**config.mk**
```make
export PLATFORM = sky130hd
export DESIGN_NAME = issue_step_mul
export DESIGN_NICKNAME = d
export VERILOG_FILES = /design/src/rtl/ism_pkg.sv /design/src/rtl/ism_mul_front.sv /design/src/rtl/ism_stage_chain.sv /design/src/rtl/ism_status.sv /design/src/rtl/issue_step_mul.sv
export SDC_FILE = /design/constraint.sdc
export NUM_CORES = 1
export LEC_CHECK = 0
export BUFFER_PORTS_ARGS = -buffer_cell sky130_fd_sc_hd__buf_2
export CORE_MARGIN = 2
export CORE_UTILIZATION = 60
export CTS_CLUSTER_DIAMETER = 150
export DETAILED_ROUTE_END_ITERATION = 10
export GPL_TIMING_DRIVEN = 0
export PLACE_DENSITY = 0.8
export SLEW_MARGIN = 25
export SYNTH_ARGS = -nofsm -noshare
export SYNTH_HDL_FRONTEND = slang
export SYNTH_SLANG_ARGS = --single-unit
```
**constraint.sdc**
```tcl
create_clock -name clk_i -period 3.1 [get_ports clk_i]
set_clock_uncertainty 0.15 [all_clocks]
set_input_delay 0.775 -clock clk_i [delete_from_list [all_inputs] [get_ports clk_i]]
set_output_delay 0.775 -clock clk_i [all_outputs]
set_load 0.01 [all_outputs]
```
**src/rtl/ism_pkg.sv**
```systemverilog
package ism_pkg;
  typedef enum logic {OP_PIPE = 1'b0, OP_DIRECT = 1'b1} op_e;
endpackage

```
**src/rtl/ism_mul_front.sv**
```systemverilog
module ism_mul_front #(
  parameter int W = 8
) (
  input  logic [W-1:0] a_i,
  input  logic [W-1:0] b_i,
  output logic [W-1:0] prod_o,
  output logic         ovf_o
);
  localparam int PW = 2 * W;
  logic [PW-1:0] full;

  always_comb begin
    full   = PW'(a_i) * PW'(b_i);
    prod_o = full[W-1:0];
    ovf_o  = |full[PW-1:W];
  end
endmodule

```
**src/rtl/ism_stage_chain.sv**
```systemverilog
module ism_stage_chain #(
  parameter int W     = 8,
  parameter int DEPTH = 3
) (
  input  logic             clk_i,
  input  logic             rst_ni,
  input  logic             adv_i,
  input  logic             flush_i,
  input  logic [W-1:0]     in_data_i,
  input  logic             in_ovf_i,
  output logic             tail_vld_o,
  output logic [W-1:0]     tail_data_o,
  output logic             tail_ovf_o,
  output logic [DEPTH-1:0] vld_o
);
  typedef struct packed {
    logic         vld;
    logic         ovf;
    logic [W-1:0] data;
  } stage_t;

  stage_t st_q [DEPTH];

  for (genvar g = 0; g < DEPTH; g++) begin : g_stage
    stage_t feed;
    if (g == 0) begin : g_head
      assign feed = '{vld: 1'b1, ovf: in_ovf_i, data: in_data_i};
    end else begin : g_body
      assign feed = st_q[g-1];
    end

    always_ff @(posedge clk_i or negedge rst_ni) begin
      if (!rst_ni) begin
        st_q[g] <= '0;
      end else if (flush_i) begin
        st_q[g].vld <= 1'b0;
      end else if (adv_i) begin
        st_q[g] <= feed;
      end
    end

    assign vld_o[g] = st_q[g].vld;
  end

  assign tail_vld_o  = st_q[DEPTH-1].vld;
  assign tail_data_o = st_q[DEPTH-1].data;
  assign tail_ovf_o  = st_q[DEPTH-1].ovf;
endmodule

```
**src/rtl/ism_status.sv**
```systemverilog
module ism_status (
  input  logic clk_i,
  input  logic rst_ni,
  input  logic set_i,
  input  logic clr_i,
  output logic status_o
);
  // set has priority over clear
  always_ff @(posedge clk_i or negedge rst_ni) begin
    if (!rst_ni)     status_o <= 1'b0;
    else if (set_i)  status_o <= 1'b1;
    else if (clr_i)  status_o <= 1'b0;
  end
endmodule

```
**src/rtl/issue_step_mul.sv**
```systemverilog
module issue_step_mul #(
  parameter int W     = 8,
  parameter int DEPTH = 3
) (
  input  logic         clk_i,
  input  logic         rst_ni,
  input  logic         issue_i,
  input  logic         op_i,
  input  logic [W-1:0] a_i,
  input  logic [W-1:0] b_i,
  input  logic         clr_status_i,
  output logic [W-1:0] res_o,
  output logic         res_valid_o,
  output logic         trap_o,
  output logic         status_o
);
  import ism_pkg::*;

  logic [W-1:0]     prod;
  logic             prod_ovf;
  logic             accept, adv, flush, set_status;
  logic             tail_vld, tail_ovf;
  logic [W-1:0]     tail_data;
  logic [DEPTH-1:0] stage_vld;

  assign accept     = issue_i && !status_o;
  assign adv        = accept && (op_e'(op_i) == OP_PIPE);
  assign flush      = accept && (op_e'(op_i) == OP_DIRECT);
  assign set_status = (adv && tail_vld && tail_ovf) || (flush && prod_ovf);

  ism_mul_front #(.W(W)) u_front (
    .a_i    (a_i),
    .b_i    (b_i),
    .prod_o (prod),
    .ovf_o  (prod_ovf)
  );

  ism_stage_chain #(.W(W), .DEPTH(DEPTH)) u_chain (
    .clk_i       (clk_i),
    .rst_ni      (rst_ni),
    .adv_i       (adv),
    .flush_i     (flush),
    .in_data_i   (prod),
    .in_ovf_i    (prod_ovf),
    .tail_vld_o  (tail_vld),
    .tail_data_o (tail_data),
    .tail_ovf_o  (tail_ovf),
    .vld_o       (stage_vld)
  );

  ism_status u_status (
    .clk_i    (clk_i),
    .rst_ni   (rst_ni),
    .set_i    (set_status),
    .clr_i    (clr_status_i),
    .status_o (status_o)
  );

  always_ff @(posedge clk_i or negedge rst_ni) begin
    if (!rst_ni) begin
      res_o       <= '0;
      res_valid_o <= 1'b0;
      trap_o      <= 1'b0;
    end else begin
      trap_o      <= issue_i && status_o;
      res_valid_o <= adv ? tail_vld : flush;
      if (adv)        res_o <= tail_vld ? tail_data : '0;
      else if (flush) res_o <= prod;
    end
  end
endmodule

```
==> Word-level counts from Yosys, hierarchy flattened <==
Index checks and enable logic that the tools add are counted.
{ "word_totals": {"out_inout_bits": 11, "elab_cells": 41, "in_bits": 21, "register_bits": 41} }
{ "classes": {"n_reduce_logical": 13, "n_mul": 1, "bitwise_logic": 2, "mux": 12} }
{ "ops": {"columns": ["op", "n"], "rows": [
  ["10-bit two-way mux", 3],
  ["8-bit two-way mux", 3],
  ["8-bit by 8-bit multiplier with 16-bit output", 1],
  ["8-bit OR reduction", 1],
  ["1-bit logical AND", 7],
  ["1-bit two-way mux", 6],
  ["2-bit nonzero test", 2],
  ["1-bit inverter", 2],
  ["2-bit AND reduction", 1],
  ["1-bit logical NOT", 1],
  ["1-bit logical OR", 1]
]} }

==> Logic depth before layout (Yosys ltp) <==
Gate-level depths: netlist of the first run.
{ "depth": {"depth_word": 7, "depth_mapped": 17, "ltp_nobuf": 16} }

==> Cells and area by module <==
From an unflattened synthesis of the first run, not the netlist that was laid out.
{ "unflattened": {"cells_unflattened": 381, "hier_area_um2": 3978.8} }
{ "by_module_without_submodules": {"columns": ["mod", "area_each_um2", "n_inst", "seq_area_each_um2", "cells_each"], "rows": [
  ["ism_mul_front", 2097.0, 1, 0.0, 252],
  ["ism_stage_chain", 1252.5, 1, 750.7, 70],
  ["issue_step_mul", 593.1, 1, 250.2, 56],
  ["ism_status", 36.3, 1, 25.0, 3]
]} }

==> Worst setup path after synthesis of the first run <==
No wires, ideal clock.
{ "synth_timing": {"kind": "input-to-reg", "startpoint": "in b_i[7]", "endpoint": "reg u_status.status_o", "arrival_time_ps": 4478, "n_path_buf": 0, "setup_slack_ps": -1653, "required_ps": 2825, "setup_time_ps": 125, "path_stages": 14, "path_cell_list": "nand2_1 fa_1 fa_1 fa_1 fa_1 inv_1 ha_1 and3_4 a2111oi_4 or4_1 nand4b_1 nor3_2 a41o_1 o22ai_2"} }
{ "synth_via": {"elab_chain_len": 5, "word_cells_on_any_way": 6, "cone_classes": "mul (1); mux (1); reduce/logical (4)"} }
{ "synth_lines": {"columns": ["element", "line_no", "rtl"], "rows": [
  ["from (decl)", "issue_step_mul.sv:10", "input logic [W-1:0] b_i,"],
  ["8-bit by 8-bit multiplier with 16-bit output (*)", "ism_mul_front.sv:13", "full = PW'(a_i) * PW'(b_i);"],
  ["8-bit OR reduction (*)", "ism_mul_front.sv:15", "ovf_o = |full[PW-1:W];"],
  ["1-bit logical AND (*)", "issue_step_mul.sv:29", "assign set_status = (adv && tail_vld && tail_ovf) || (flush && prod_ovf);"],
  ["1-bit logical OR (*)", "issue_step_mul.sv:29", null],
  ["1-bit two-way mux or 2-bit nonzero test (tied branches)", null, null],
  ["to (signal assigned)", "ism_status.sv:10", "if (!rst_ni) status_o <= 1'b0;"],
  ["to (signal assigned)", "ism_status.sv:11", "else if (set_i) status_o <= 1'b1;"],
  ["to (signal assigned)", "ism_status.sv:12", "else if (clr_i) status_o <= 1'b0;"],
  ["to (decl)", "ism_status.sv:6", "output logic status_o"]
]} }
Every way passes the cells marked *; elsewhere a longest branch is shown, timed or not.
A chain may end at the register's enable or synchronous reset.

==> Worst setup path after layout of the first run <==
{ "layout_timing": {"startpoint": "in a_i[6]", "endpoint": "reg u_status.status_o"} }
{ "layout_via": {"elab_chain_len": 5, "word_cells_on_any_way": 6, "cone_classes": "mul (1); mux (1); reduce/logical (4)"} }
{ "layout_lines": {"columns": ["element", "line_no", "rtl"], "rows": [
  ["from (decl)", "issue_step_mul.sv:9", "input logic [W-1:0] a_i,"],
  ["8-bit by 8-bit multiplier with 16-bit output (*)", "ism_mul_front.sv:13", null],
  ["8-bit OR reduction (*)", "ism_mul_front.sv:15", null],
  ["1-bit logical AND (*)", "issue_step_mul.sv:29", null],
  ["1-bit logical OR (*)", "issue_step_mul.sv:29", null],
  ["1-bit two-way mux or 2-bit nonzero test (tied branches)", null, null]
]} }
Marked as above.

==> metrics.md, run 1 <==
| Metric | Value |
|---|---|
| Status | `finished, violations left` |
| Failing checks | `negative setup slack` |
| Synth Instances | `433` |
| Clock buffer depth | `2` |
| Total leakage power | `2.36 nW` |
| FP Rows | `29` |
| Comb power frac | `66.3%` |
| Vias | `3118` |
| Routability-driven placement congestion ratio | `0.862` |
| FFs w/ async S/R, synth | `100%` |
| Cell area after layout | `4780 um2` |
| Initial Util | `61.2%` |
| CTS Buf Count | `5` |
| Most common cell after layout, fill and taps aside | `nand2_1` |
| CP startpoint | `a_i[6]` |
| DRT antenna net count | `0` |
| Seq pwr share | `23.7%` |
| CP endpoint kind | `flop` |
| Yosys warning count | `0` |
| Via density | `5.54` |
| Worst-path maximum fanout | `8` |
| Placed instance area | `4280 um2` |
| P_sw | `1.37 mW` |
| CP Class | `in2reg` |
| Hold Crit Class | `reg2reg` |
| CORE AREA | `6280 um2` |
| Chip width | `84.0 um` |
| GRT Total Usage | `26.0%` |
| Most frequent cells in the layout | `nand2_1 (114), inv_1 (43), dfrtp_1 (41)` |
| Switch share | `about two fifths` |
| Remaining DRCs | `0` |
| Port bufs | `31` |
| Worst vdd ir | `0.567 mV` |
| Max-slew violations | `0` |
| Final WS setup | `-1400 ps` |
| Worst setup SP type | `primary input` |
| EDFF count, synth | `0` |
| Final core utilization | `between 70 and 80%` |
| Post-Syn Nets | `526` |
| FMAX | `222 MHz` |
| RR Startpoint | `u_status.status_o` |
| Ys flop type | `dfrtp_1` |
| Drt wl/cell | `14.9 um` |
| Pint | `1.95 mW` |
| CTS Sinks | `roughly 40` |
| Hold WS | `312 ps` |
| Cell area power density | `696 nW/um2` |
| Grt total ovfl | `0` |
| Synthesized area per cell | `8.87 um2` |
| Total power | `about 3.3 mW` |
| HP Start | `u_chain.g_stage[1].feed[0]` |
| Drt initial violations | `181` |
| Area growth from synthesis to layout | `24.4%` |
| First-pass GRT wire length | `14800 um` |
| Pre-CTS WS | `-1950 ps` |
| DRT Pass-1 Iters | `4` |
| CTS tree | `done` |
| Inst Count DP | `between 500 and 600` |
| Post-Layout Cell Count | `563` |
| Clk_lat worst skew | `~300 ps` |
| DIE AREA | `7050 um2` |
| Setup Viol. Count Final | `10` |
| Number of library cell types mapped by synthesis | `53` |
| Critical Path AT | `4540 ps` |
| Total number of H-tree levels | `2` |
| CTS hold repair buffers | `0` |
| Top-level I/O count | `32` |
| Seq/Total Area, Yosys | `26.7%` |
| Slew headroom | `41.7%` |
| Crit path time final | `4500 ps` |
| Critical Path RT | `around 3100 ps` |
| Max-cap violations | `0` |
| Clock transition at path regs | `80 ps` |
| Share of layout cells above drive strength 1 | `between 20% and 30%` |
| Clock Power Share | `10.0%` |
| Post-route clock period utilization | `145%` |
| Initial antenna violation count | `0` |
| Pin count of the biggest net entering global routing | `42` |
| Measured slew at the worst slew-check pin | `874 ps` |
| RSZ-0062 raised after global routing | `yes` |
| Layout net count | `578` |
| Diodes inserted | `0` |
| Number of global-route vias before repair | `3134` |
| Setup_tns | `-6500 ps` |
| Chip Height | `84.0 um` |
| FF+latch count, synth | `41` |
| Mapped Area | `3840 um2` |
| Final Hold Vio Count | `0` |
| DPL Wire Length | `approximately 6300 um` |
| Routed Wire Length | `~8400 um` |
| CTS root buf | `clkbuf_8` |
## routing by layer
layer | up-vias | wire length [um] | global-route usage [%]
li1 | 1499 | - | -
met1 | 1544 | 3800 | 39.0
met2 | 62 | 4090 | 40.8
met3 | 13 | 367 | 3.36
met4 | 0 | 145 | 5.72
met5 | - | 0 | 0
## repair_timing
| action | 4_1_cts | 5_1_grt |
|---|---|---|
| gates cloned | 0 | 0 |
| endpoints found under the setup margin | 10 | 10 |
| gates resized for setup | 47 | 37 |
| buffers inserted | 7 | 8 |
| pin swaps | 20 | 33 |
## logic make-up (layout without fill, tap and decap cells)
family | count (synthesis) | in the layout | share of synthesized area [%]
and+or+nand+nor | 188 | 188 | 22.5
adders and majority gates | 72 | 72 | 30.5
buffers and inverters | 65 | 118 | 6.62
AOI/OAI and AO/OA | 56 | 56 | 11.0
DFF | 41 | 41 | 26.7
xor gates and xnor gates | 8 | 8 | 1.83
muxes | 3 | 3 | 0.847
## layout make-up
type	instances	area [um2]
buffer	11	60.1
timing repair buffer	46	422
clock inverter	2	10.0
fill	421	1500
sequential	41	1030
clock buffer	6	72.6
multi-input combinational	327	2890
tap	77	96.3
inverter	53	199
## worst max-delay path: stages
cell	delay (ps)
buf_4	140
nand2_1	90
fa_1	500
fa_1	540
fa_1	560
inv_1	50
fa_2	430
ha_4	200
a21oi_4	180
a2bb2oi_4	180
nor4b_4	270
a211oi_4	100
nor3_2	180
a41o_1	260
o22ai_2	80
## power groups by stage
stage	Sequential [mW]	Clock [mW]	Combinational [mW]
2_1_floorplan	0.798	0	1.41
3_3_place_gp	0.790	0	1.76
3_5_place_dp	0.795	0	1.81
4_1_cts	0.786	0.341	2.00
5_1_grt	0.810	0.359	2.44
6_report	0.788	0.333	2.20
## final timing paths
kind / to / slack (ps) / depth (start not counted)
max: u_status.status_o / -1400 / 15
min: u_chain.g_stage[2].feed[0] / 310 / 2
max reg2reg: u_chain.g_stage[1].feed[1] / 1250 / 6
min reg2reg: u_chain.g_stage[2].feed[0] / 310 / 2
max in group asynchronous: u_chain.g_stage[1].feed[8] / 1810 / 1
min in group asynchronous: res_o[4] / 440 / 1
## synth_stat cells (all sizes together), types with 3 or more instances
| cell type | count | area (um2) |
|---|---|---|
| nand2 | 125 | 469 |
| inv | 53 | 199 |
| dfrtp | 41 | 1030 |
| fa | 36 | 721 |
| ha | 36 | 450 |
| and2 | 33 | 206 |
| o21ai | 18 | 90.1 |
| a21oi | 10 | 53.8 |
| nor2 | 9 | 33.8 |
| clkbuf | 7 | 26.3 |
| buf | 5 | 28.8 |
| xor2 | 5 | 43.8 |
| a211oi | 4 | 42.5 |
| a21o | 4 | 37.5 |
| a22oi | 4 | 30.0 |
| nor3 | 4 | 25.0 |
| nand3 | 3 | 15.0 |
| nor2b | 3 | 18.8 |
| xnor2 | 3 | 26.3 |
## sequential cells by signal, summed over array words and instances (netlist names)
name / flops
u_chain.tail_data_o: 8
res_o: 8
u_chain.g_stage.feed: 18
u_chain.vld_o: 2
u_status.status_o: 1
trap_o: 1
res_valid_o: 1
u_chain.tail_ovf_o: 1
u_chain.tail_vld_o: 1
Note: power is estimated with default switching activity, not from simulation.
==> run 2, diff against run 1 <==
--- a/config.mk
+++ b/config.mk
@@ -6,12 +6,14 @@
 export NUM_CORES = 1
 export LEC_CHECK = 0
 export BUFFER_PORTS_ARGS = -buffer_cell sky130_fd_sc_hd__buf_2
+export CELL_PAD_IN_SITES_DETAIL_PLACEMENT = 1
+export CELL_PAD_IN_SITES_GLOBAL_PLACEMENT = 1
 export CORE_MARGIN = 2
-export CORE_UTILIZATION = 60
+export CORE_UTILIZATION = 50
 export CTS_CLUSTER_DIAMETER = 150
 export DETAILED_ROUTE_END_ITERATION = 10
 export GPL_TIMING_DRIVEN = 0
-export PLACE_DENSITY = 0.8
+export PLACE_DENSITY_LB_ADDON = 0.1
 export SLEW_MARGIN = 25
 export SYNTH_ARGS = -nofsm -noshare
 export SYNTH_HDL_FRONTEND = slang
==> metrics.md, run 2 (synthesis gave the netlist of run 1 again) <==
| Metric | Value |
|---|---|
| CORE AREA | `7330 um2` |
| Worst-path maximum fanout | `8` |
| Total leakage power | `approximately 2.4 nW` |
| Status | `finished, violations left` |
| FP Rows | `31` |
| First-pass GRT wire length | `about 20000 um` |
| Grt total ovfl | `0` |
| FMAX | `211 MHz` |
| Clock buffer depth | `2` |
| Layout filler cell count | `810` |
| Total power | `around 3.8 mW` |
| Cell area power density | `769 nW/um2` |
| Footprint of the multi-input gates | `2930 um2` |
| Remaining DRCs | `0` |
| Buf/Inv on CP | `2` |
| CTS Sinks | `41` |
| RSZ-0062 raised after global routing | `yes` |
| Slew headroom | `between 30% and 40%` |
| Slowest stage delay, CP | `560 ps` |
| Max-cap violations | `0` |
| DRT antenna net count | `0` |
| Total number of H-tree levels | `2` |
| Measured slew at the worst slew-check pin | `926 ps` |
| Crit path time final | `between 4000 and 5000 ps` |
| CP top delay family | `adder cells` |
| Critical Path RT | `~3200 ps` |
| Layout net count | `581` |
| HP Start | `u_chain.g_stage[1].feed[1]` |
| Top-level I/O count | `32` |
| Most frequent cells in the layout | `nand2_1 (105), inv_1 (45), dfrtp_1 (41)` |
| RR Startpoint | `u_status.status_o` |
| CP max stage cell | `fa_1` |
| Chip width | `91.6 um` |
| Area growth from synthesis to layout | `28.3%` |
| Critical Path Most Common Cell | `fa_1` |
| Port bufs | `31` |
| Initial Util | `52.4%` |
| Clock transition at path regs | `approximately 100 ps` |
| Worst vdd ir | `0.477 mV` |
| Largest register FFs | `18` |
| Hold Path Depth | `2` |
| Final Hold Vio Count | `0` |
| Critical Path AT | `between 4000 and 5000 ps` |
| Most common cell after layout, fill and taps aside | `nand2_1` |
| Reg area | `1030 um2` |
| Cell Chain, Critical Path | `buf_6 -> nand2_2 -> fa_1 -> fa_1 -> fa_1 -> inv_1 -> fa_2 -> ha_4 -> or3_1 -> o21ai_1 -> a21oi_2 -> a21oi_2 -> xor2_2 -> a41o_1 -> o22ai_2` |
| Post-route clock period utilization | `153%` |
| Drt wl/cell | `24.4 um` |
| Register-to-register setup slack | `920 ps` |
| CP Class | `in2reg` |
| GRT Total Usage | `between 30% and 40%` |
| Reg2reg end | `u_chain.tail_data_o[1]` |
| Chip Height | `91.6 um` |
| R2r worst-path depth | `6` |
| Hold Path Sink | `u_chain.g_stage[2].feed[1]` |
| CTS hold repair buffers | `0` |
| Drt initial violations | `258` |
| Vias | `3514` |
| Worst setup SP type | `primary input` |
| Initial antenna violation count | `0` |
| Clk_lat worst skew | `310 ps` |
| Max-slew violations | `0` |
| CTS root buf | `clkbuf_8` |
| Final WS setup | `-1640 ps` |
| Setup_tns | `-9500 ps` |
| CP endpoint kind | `flop` |
| Hold Crit Class | `reg2reg` |
| Number of global-route vias before repair | `3819` |
| CTS Buf Count | `5` |
| Routed Wire Length | `14300 um` |
| Diodes inserted | `0` |
| Pin count of the biggest net entering global routing | `42` |
| Setup Viol. Count Final | `10` |
| DRT Pass-1 Iters | `5` |
| Failing checks | `negative setup slack` |
| DIE AREA | `8390 um2` |
| Via density | `roughly 6` |
| Routability-driven placement congestion ratio | `0.802` |
| DPL Wire Length | `about 8000 um` |
| CTS tree | `done` |
| Share of layout cells above drive strength 1 | `28.8%` |
## run 2: layout make-up
class	count	share of cell area, %
Buffer	11	1.17
Clock buffer	7	1.75
Clock inverter	1	0.610
Inverter	53	4.04
Multi-Input combinational cell	327	59.5
Sequential cell	41	20.8
Tap cell	99	2.51
Timing Repair Buffer	49	9.55
## run 2: metrics by stage
stage	cells	utilization (%)	hold WS, ps	setup slack (ps)	instance area [um2]
global placement	563	58.8	296	-1890	4310
detailed placement	563	58.8	301	-2000	4310
finish	588	67.2	330	-1640	4930
CTS	584	65.7	321	-1420	4820
global route	588	67.2	375	-1700	4930
floorplan	433	-	289	-1350	4030
## run 2: worst max path at each step
stage | startpoint | end | depth (start not counted)
after detailed placement | a_i[1] | u_status.status_o | 15
after global placement | a_i[1] | u_status.status_o | 15
final | a_i[3] | u_status.status_o | 15
after floorplan | b_i[5] | u_status.status_o | 14
after global routing | b_i[5] | u_status.status_o | 16
after CTS | b_i[2] | u_status.status_o | 15
## run 2: power breakdown
group / internal, mW / total [mW] / leakage [nW] / switching [mW]
logic: 1.11 / 2.48 / 1.82 / 1.37
clock network: 0.263 / 0.471 / 0.0585 / 0.208
registers: 0.703 / 0.832 / 0.526 / 0.129
total: 2.08 / 3.79 / 2.41 / 1.71
## run 2: metal layers
layer	routed length [um]	global-route usage [%]
met5	0	0
met4	707	9.72
met3	944	5.67
met2	7200	54.3
met1	5480	39.4
## run 2: timing repair
action                                  in CTS  in global routing
cloned                                       0                  0
resized for setup                           79                 17
pin swaps                                   33                 17
setup buffers                               14                  4
endpoints found under the setup margin      10                 11
## run 2: worst reg2reg max path, delay by kind of cell, from the launching register on
| kind | cells | cell delay (ps) |
|---|---|---|
| DFF | 1 | 410 |
| buffers and inverters | 2 | 600 |
| and+or+nand+nor | 4 | 930 |
